===== src/rtl/tmr_pkg.sv =====
package tmr_pkg;
  localparam int unsigned BW    = 8;
  localparam int unsigned NCH   = 2;
  localparam int unsigned PRE_W = 13;

  typedef enum logic [2:0] {
    R_CTL  = 3'd0,
    R_STAT = 3'd1,
    R_CMPA = 3'd2,
    R_CMPB = 3'd3,
    R_CNT  = 3'd4,
    R_CLK  = 3'd5
  } reg_e;

  typedef enum logic [1:0] {
    SRC_EXT   = 2'd0,
    SRC_INT   = 2'd1,
    SRC_OFF   = 2'd2,
    SRC_CHAIN = 2'd3
  } src_e;

  localparam logic [BW-1:0] CTL_MASK    = 8'hF8;
  localparam logic [BW-1:0] CLK_MASK    = 8'h9F;
  localparam logic [BW-1:0] STAT0_MASK  = 8'h3F;
  localparam logic [BW-1:0] STAT1_MASK  = 8'h0F;
  localparam logic [BW-1:0] STAT1_FIXED = 8'h10;

  // low prescaler bits that must all be one for a tick
  function automatic logic [PRE_W-1:0] div_mask(input logic [2:0] sel);
    case (sel)
      3'd2:    return PRE_W'(13'h0001);
      3'd3:    return PRE_W'(13'h0007);
      3'd4:    return PRE_W'(13'h001F);
      3'd5:    return PRE_W'(13'h003F);
      3'd6:    return PRE_W'(13'h03FF);
      3'd7:    return PRE_W'(13'h1FFF);
      default: return '0;
    endcase
  endfunction
endpackage


===== src/rtl/tmr_prescaler.sv =====
module tmr_prescaler
  import tmr_pkg::*;
#(
  parameter int unsigned N = 2
) (
  input  logic                clk_i,
  input  logic                rst_ni,
  input  logic [N-1:0][2:0]   sel_i,
  output logic [N-1:0]        tick_o
);
  logic [PRE_W-1:0] cnt_q;

  always_ff @(posedge clk_i or negedge rst_ni) begin
    if (!rst_ni) cnt_q <= '0;
    else         cnt_q <= cnt_q + 1'b1;
  end

  for (genvar g = 0; g < N; g++) begin : g_tick
    logic [PRE_W-1:0] msk;
    assign msk       = div_mask(sel_i[g]);
    assign tick_o[g] = (sel_i[g] != 3'd0) && ((cnt_q & msk) == msk);
  end
endmodule


===== src/rtl/tmr_ext_sync.sv =====
module tmr_ext_sync #(
  parameter int unsigned N = 2
) (
  input  logic         clk_i,
  input  logic         rst_ni,
  input  logic [N-1:0] ext_i,
  output logic [N-1:0] rise_o
);
  logic [N-1:0] s1_q, s2_q, s3_q;

  always_ff @(posedge clk_i or negedge rst_ni) begin
    if (!rst_ni) begin
      s1_q <= '0;
      s2_q <= '0;
      s3_q <= '0;
    end else begin
      s1_q <= ext_i;
      s2_q <= s1_q;
      s3_q <= s2_q;
    end
  end

  assign rise_o = s2_q & ~s3_q;
endmodule


===== src/rtl/tmr_count_step.sv =====
module tmr_count_step #(
  parameter int unsigned W = 8
) (
  input  logic [W-1:0] cnt_i,
  input  logic [W-1:0] cmpa_i,
  input  logic [W-1:0] cmpb_i,
  input  logic [1:0]   clr_sel_i,
  output logic [W-1:0] nxt_o,
  output logic         match_a_o,
  output logic         match_b_o,
  output logic         wrap_o
);
  logic clr;

  assign match_a_o = (cnt_i == cmpa_i);
  assign match_b_o = (cnt_i == cmpb_i);
  assign clr       = (clr_sel_i == 2'd1 && match_a_o) || (clr_sel_i == 2'd2 && match_b_o);
  assign nxt_o     = clr ? '0 : cnt_i + 1'b1;
  assign wrap_o    = !clr && (&cnt_i);
endmodule


===== src/rtl/dual_cmp_timer.sv =====
module dual_cmp_timer
  import tmr_pkg::*;
(
  input  logic             clk_i,
  input  logic             rst_ni,
  input  logic [3:0]       addr_i,
  input  logic [1:0]       size_i,
  input  logic             wr_i,
  input  logic             rd_i,
  input  logic [2*BW-1:0]  wdata_i,
  output logic [2*BW-1:0]  rdata_o,
  input  logic [NCH-1:0]   ext_clk_i,
  output logic [NCH-1:0]   cmpa_irq_o,
  output logic [NCH-1:0]   cmpb_irq_o,
  output logic [NCH-1:0]   ovf_irq_o
);
  localparam int unsigned CW = 2 * BW;

  logic [BW-1:0] ctl_q  [NCH];
  logic [BW-1:0] stat_q [NCH];
  logic [BW-1:0] cmpa_q [NCH];
  logic [BW-1:0] cmpb_q [NCH];
  logic [BW-1:0] cnt_q  [NCH];
  logic [BW-1:0] clk_q  [NCH];

  // bus decode
  logic [2:0] ridx;
  logic       half, half_ok, ridx_ok, byte_we, half_we;
  logic [NCH-1:0] ch_we, cnt_we;
  logic [BW-1:0]  wbyte [NCH];
  logic [BW-1:0]  rb    [NCH];

  assign ridx    = addr_i[3:1];
  assign half    = (size_i != 2'd0);
  assign ridx_ok = (ridx <= R_CLK);
  assign half_ok = !addr_i[0] && (ridx >= R_CMPA) && ridx_ok;
  assign byte_we = wr_i && !half && ridx_ok;
  assign half_we = wr_i && half && half_ok;
  assign ch_we[0] = (byte_we && !addr_i[0]) || half_we;
  assign ch_we[1] = (byte_we &&  addr_i[0]) || half_we;
  assign wbyte[0] = half ? wdata_i[CW-1:BW] : wdata_i[BW-1:0];
  assign wbyte[1] = wdata_i[BW-1:0];

  for (genvar c = 0; c < NCH; c++) begin : g_rd
    assign cnt_we[c] = ch_we[c] && (ridx == R_CNT);
    always_comb begin
      case (ridx)
        R_CTL:   rb[c] = ctl_q[c];
        R_STAT:  rb[c] = (c == 1) ? (stat_q[c] | STAT1_FIXED) : stat_q[c];
        R_CMPA:  rb[c] = cmpa_q[c];
        R_CMPB:  rb[c] = cmpb_q[c];
        R_CNT:   rb[c] = cnt_q[c];
        R_CLK:   rb[c] = clk_q[c];
        default: rb[c] = '0;
      endcase
    end
  end

  always_comb begin
    if (!rd_i)        rdata_o = '0;
    else if (half)    rdata_o = half_ok ? {rb[0], rb[1]} : '1;
    else if (ridx_ok) rdata_o = {{BW{1'b0}}, rb[addr_i[0]]};
    else              rdata_o = '1;
  end

  // configuration registers
  always_ff @(posedge clk_i or negedge rst_ni) begin
    if (!rst_ni) begin
      for (int c = 0; c < NCH; c++) begin
        ctl_q[c]  <= '0;
        stat_q[c] <= '0;
        cmpa_q[c] <= '1;
        cmpb_q[c] <= '1;
        clk_q[c]  <= '0;
      end
    end else begin
      for (int c = 0; c < NCH; c++) begin
        if (ch_we[c]) begin
          case (ridx)
            R_CTL:   ctl_q[c]  <= wbyte[c] & CTL_MASK;
            R_STAT:  stat_q[c] <= wbyte[c] & ((c == 0) ? STAT0_MASK : STAT1_MASK);
            R_CMPA:  cmpa_q[c] <= wbyte[c];
            R_CMPB:  cmpb_q[c] <= wbyte[c];
            R_CLK:   clk_q[c]  <= wbyte[c] & CLK_MASK;
            default: ;
          endcase
        end
      end
    end
  end

  // clock sources
  logic [NCH-1:0][2:0] pre_sel;
  logic [NCH-1:0]      pre_tick, ext_rise, base_tick;
  src_e                src [NCH];

  for (genvar c = 0; c < NCH; c++) begin : g_src
    assign pre_sel[c]   = clk_q[c][2:0];
    assign src[c]       = src_e'(clk_q[c][4:3]);
    assign base_tick[c] = (src[c] == SRC_INT) ? pre_tick[c] :
                          (src[c] == SRC_EXT) ? ext_rise[c] : 1'b0;
  end

  tmr_prescaler #(.N(NCH)) u_pre (
    .clk_i  (clk_i),
    .rst_ni (rst_ni),
    .sel_i  (pre_sel),
    .tick_o (pre_tick)
  );

  tmr_ext_sync #(.N(NCH)) u_sync (
    .clk_i  (clk_i),
    .rst_ni (rst_ni),
    .ext_i  (ext_clk_i),
    .rise_o (ext_rise)
  );

  // count steps: two byte channels and one chained word
  logic [BW-1:0]  nxt8 [NCH];
  logic [NCH-1:0] ma8, mb8, wr8;
  logic [CW-1:0]  nxt16;
  logic           ma16, mb16, wr16;

  for (genvar c = 0; c < NCH; c++) begin : g_step
    tmr_count_step #(.W(BW)) u_step (
      .cnt_i     (cnt_q[c]),
      .cmpa_i    (cmpa_q[c]),
      .cmpb_i    (cmpb_q[c]),
      .clr_sel_i (ctl_q[c][4:3]),
      .nxt_o     (nxt8[c]),
      .match_a_o (ma8[c]),
      .match_b_o (mb8[c]),
      .wrap_o    (wr8[c])
    );
  end

  tmr_count_step #(.W(CW)) u_step16 (
    .cnt_i     ({cnt_q[0], cnt_q[1]}),
    .cmpa_i    ({cmpa_q[0], cmpa_q[1]}),
    .cmpb_i    ({cmpb_q[0], cmpb_q[1]}),
    .clr_sel_i (ctl_q[0][4:3]),
    .nxt_o     (nxt16),
    .match_a_o (ma16),
    .match_b_o (mb16),
    .wrap_o    (wr16)
  );

  logic cascade, tick0, tick1, tick16;
  assign cascade = (src[0] == SRC_CHAIN);
  assign tick0   = !cascade && base_tick[0];
  assign tick1   = !cascade && ((src[1] == SRC_CHAIN) ? (tick0 && ma8[0]) : base_tick[1]);
  assign tick16  = cascade && base_tick[1];

  // bus write to the counter wins over a tick
  always_ff @(posedge clk_i or negedge rst_ni) begin
    if (!rst_ni) begin
      cnt_q[0] <= '0;
      cnt_q[1] <= '0;
    end else begin
      if (cnt_we[0])   cnt_q[0] <= wbyte[0];
      else if (tick16) cnt_q[0] <= nxt16[CW-1:BW];
      else if (tick0)  cnt_q[0] <= nxt8[0];
      if (cnt_we[1])   cnt_q[1] <= wbyte[1];
      else if (tick16) cnt_q[1] <= nxt16[BW-1:0];
      else if (tick1)  cnt_q[1] <= nxt8[1];
    end
  end

  always_ff @(posedge clk_i or negedge rst_ni) begin
    if (!rst_ni) begin
      cmpa_irq_o <= '0;
      cmpb_irq_o <= '0;
      ovf_irq_o  <= '0;
    end else begin
      cmpa_irq_o[0] <= ((tick16 && ma16) || (tick0 && ma8[0])) && ctl_q[0][6];
      cmpb_irq_o[0] <= ((tick16 && mb16) || (tick0 && mb8[0])) && ctl_q[0][7];
      ovf_irq_o[0]  <= ((tick16 && wr16) || (tick0 && wr8[0])) && ctl_q[0][5];
      cmpa_irq_o[1] <= tick1 && ma8[1] && ctl_q[1][6];
      cmpb_irq_o[1] <= tick1 && mb8[1] && ctl_q[1][7];
      ovf_irq_o[1]  <= tick1 && wr8[1] && ctl_q[1][5];
    end
  end
endmodule


===== config.mk =====
export PLATFORM = sky130hd
export DESIGN_NAME = dual_cmp_timer
export DESIGN_NICKNAME = d
export VERILOG_FILES = /design/src/rtl/tmr_pkg.sv /design/src/rtl/tmr_prescaler.sv /design/src/rtl/tmr_ext_sync.sv /design/src/rtl/tmr_count_step.sv /design/src/rtl/dual_cmp_timer.sv
export SDC_FILE = /design/constraint.sdc
export NUM_CORES = 1
export LEC_CHECK = 0
export BUFFER_PORTS_ARGS = -buffer_cell sky130_fd_sc_hd__buf_4
export CAP_MARGIN = 20
export CORE_MARGIN = 2
export CORE_UTILIZATION = 50
export DETAILED_ROUTE_END_ITERATION = 10
export MAX_ROUTING_LAYER = met4
export PLACE_DENSITY = 0.68
export SLEW_MARGIN = 0
export SYNTH_ARGS = -nofsm -noshare
export SYNTH_HDL_FRONTEND = slang
export SYNTH_SLANG_ARGS = --single-unit

===== constraint.sdc =====
create_clock -name clk_i -period 2.84 [get_ports clk_i]
set_input_delay 0.284 -clock clk_i [delete_from_list [all_inputs] [get_ports clk_i]]
set_output_delay 0.284 -clock clk_i [all_outputs]
set_load 0.05 [all_outputs]

==> metrics <==
final hold vios 0; register bit total from synthesis 105; Max-slew headroom 0.482; top area cells in the synthesized netlist sky130_fd_sc_hd__dfrtp_1, sky130_fd_sc_hd__dfstp_2, sky130_fd_sc_hd__mux2_2; worst hold slack 0.0303 ns; max-cap violation count 0; overall die height 116 µm; flip-flop cell with the highest count after synthesis sky130_fd_sc_hd__dfrtp_1; outcome finished, final reports clean; # H-tree levels 3; global-route wire length before repair 29.8 mm; final number of max-transition violations 0; most heavily used metal layer in global routing met2; area used by multi-input combinational logic 3310 µm²; vias post-DR 5,456; data arrival time of the worst path 2.96 ns; warning count from the yosys run 0; diode count 0; met1 layer usage reported by global route 0.422; total half-perimeter wirelength after legalization and detailed placement 14.2 mm; number of nets in the finished design 731; number of vias per cell after detailed routing 6.25; CTS tree built; number of nets with antenna violations after routing 0; Syn Inst Count 651; detailed-route DRC error count 0; later-pin clock latency in the skew report 0.36 ns; register area share after synthesis 0.428; biggest area consumer among synthesized cells sky130_fd_sc_hd__dfrtp_1; final clock skew 0.0112 ns; time the final worst path needs with I/O delays and setup 2.73 ns; syn_area_per_cell 9.58 µm²; worst slack after detailed placement 0.246 ns; largest voltage drop on the vdd net 0.000328 V; combined flip-flop and latch cell area 2670 µm²; via count of the first global-routing pass 5,215; maximum number of buffers from clock root to sink 2; Global Route met2 Usage 0.448; nature of the critical path startpoint flop; pwr/cell area 779 nW/µm²; number of iterations in the first detailed-routing pass 8; Die Area 13,400 µm²; Final setup viols 0; async set-reset flop share out of synthesis 1.00; number of sinks on the clock net 105; horizontal die dimension 116 µm; Fmax 0.367 GHz; root buffer cell sky130_fd_sc_hd__clkbuf_16; Starting DRT DRC Count 623; post-synthesis to final-layout area growth 15.0%; routability cong. 0.985; post-CTS setup repair buffer count 0; RSZ-0062 raised after global routing no; fraction of layout instances using a drive strength above 1 0.247; Hold WC Path Type in2reg; pin count of the biggest net entering global routing 43; Worst EP required 3.07 ns; hold-critical path depth 1; Global Route met3 Usage 0.0528; number of flops mapped to enable cells by yosys 0; period utilisation layout 0.960; worst-margin pin slew 0.755 ns; Final Worst Setup Slack 0.114 ns; CTS buffer count 9; placeable core area 12,100 µm²; number of different library cells in the post-synthesis netlist 69; number of fill cells 1,075; number of antenna violations at the first check in global routing 0; wire per inst 21.7 µm; worst-path fanout max 9; synthesized area 6240 µm²; Critical Setup Path Class reg2reg; PortBufs 49; Post-Syn Nets 682; residual overflow from global routing 0; Final TNS setup 0 ns; DRT Wirelength 19.0 mm; number of placed I/O pins 50; Critical Path Sink Type flop; placed instance count 856; Leak 3.05 nW; GRT Total Usage 0.306; Cell Rows 40; final instance count without filler cells 873; Yosys top cell area share 0.293; effective utilization at floorplan 0.515; register clock-pin slew on the reported worst setup and hold paths 0.08 ns; cell depth of the worst flop-to-flop path 7
-- critical path, stage by stage (launching register included) --
cell and delay (ns):
sky130_fd_sc_hd__dfrtp_1 0.51, sky130_fd_sc_hd__xor2_1 0.21, sky130_fd_sc_hd__nor4_1 0.53, sky130_fd_sc_hd__nand4_1 0.30, sky130_fd_sc_hd__o32ai_4 0.27, sky130_fd_sc_hd__nor2_1 0.21, sky130_fd_sc_hd__a2111oi_0 0.45, sky130_fd_sc_hd__a211oi_1 0.11
-- sequential cells by signal, indices dropped and copies added, names as in the netlist --
name and flops:
cmpa_q 16, cmpb_q 16, cnt_q 16, u_pre.cnt_q 13
clk_q 12, ctl_q 10, stat_q 10, cmpa_irq_o 2
cmpb_irq_o 2, ovf_irq_o 2, u_sync.s1_q 2, u_sync.s2_q 2
u_sync.s3_q 2
-- cells in the mapped netlist, drive strengths merged, types with 22 or more instances --
cell type	number
mux2i	22
nand2	64
dfrtp	73
a21oi	47
dfstp	32
buf	22
nand3	23
nor2	54
o21ai	40
xor2	27
mux2	30
-- cells by family (layout without fill, tap and decap cells) --
kind of cell | Yosys count | count (layout) | share of synthesized area
simple gates | 220 | 220 | 0.176
flops | 105 | 105 | 0.428
xor+xnor | 45 | 45 | 0.0632
buf+inv | 53 | 107 | 0.0429
compound gates | 172 | 172 | 0.190
mux | 53 | 53 | 0.0937
fa+ha+maj | 3 | 3 | 0.00602
-- stage by stage --
step / power, mW / instance area (µm²) / util
global route: 5.86 / 7170 / 0.592
detailed placement: 4.08 / 6810 / 0.563
finish: 5.59 / 7170 / 0.592
floorplan: 3.55 / 6240 / -
CTS: 5.57 / 7170 / 0.592
global placement: 4.03 / 6810 / 0.563
-- cell type report --
type,instances,share of cell area
well taps,168,0.0293
clock buffers,9,0.0314
repair buffers,78,0.0820
clock inverters,7,0.0173
inverters,13,0.00680
flip-flops and latches,105,0.372
multi-input cells,493,0.461
-- layer usage --
layer  part of all wire  vias to the layer above
li1                   -                     2478
met1               0.45                     2647
met2               0.44                      281
met3              0.075                       50
met4              0.034                        0
met5                  0                        -
-- cell usage in the layout, fill, tap and decap left out, types with 10 or more instances in the layout --
cell type                 count
sky130_fd_sc_hd__nand3_1     23
sky130_fd_sc_hd__inv_1       13
sky130_fd_sc_hd__dfrtp_1     73
sky130_fd_sc_hd__o21ai_0     39
sky130_fd_sc_hd__dfstp_2     32
sky130_fd_sc_hd__and3_1      18
sky130_fd_sc_hd__mux2_2      29
sky130_fd_sc_hd__nor3_1      14
sky130_fd_sc_hd__buf_4       77
sky130_fd_sc_hd__a21oi_1     47
sky130_fd_sc_hd__nor2_1      52
sky130_fd_sc_hd__a221o_1     10
sky130_fd_sc_hd__xnor2_1     18
sky130_fd_sc_hd__xor2_1      27
sky130_fd_sc_hd__nand2_1     63
sky130_fd_sc_hd__mux2i_1     22
sky130_fd_sc_hd__o31ai_1     12
-- final timing paths --
kind / from / end / slack [ns]
max: cnt_q[14] / cnt_q[8] / 0.11
min: ext_clk_i[1] / u_sync.s1_q[1] / 0.03
max reg2reg: cnt_q[14] / cnt_q[8] / 0.11
min reg2reg: u_sync.s1_q[0] / u_sync.s2_q[0] / 0.36
max in group asynchronous: rst_ni / cmpb_q[8] / 1.52
min in group asynchronous: rst_ni / u_pre.cnt_q[3] / 0.46
-- report_power, final --
| part | switching, mW | internal, mW | leakage (nW) |
|---|---|---|---|
| clock | 0.613 | 0.871 | 0.167 |
| sequential | 0.519 | 1.89 | 1.25 |
| combinational | 0.950 | 0.746 | 1.64 |
| total | 2.08 | 3.51 | 3.05 |
-- repair_timing --
action / 4_1_cts / 5_1_grt
resized for setup: 0 / 0
hold endpoints to repair: 24 / 0
endpoints found under the setup margin: 0 / 0
hold buffers: 1 / 0
Note: power is estimated with default switching activity, not from simulation.
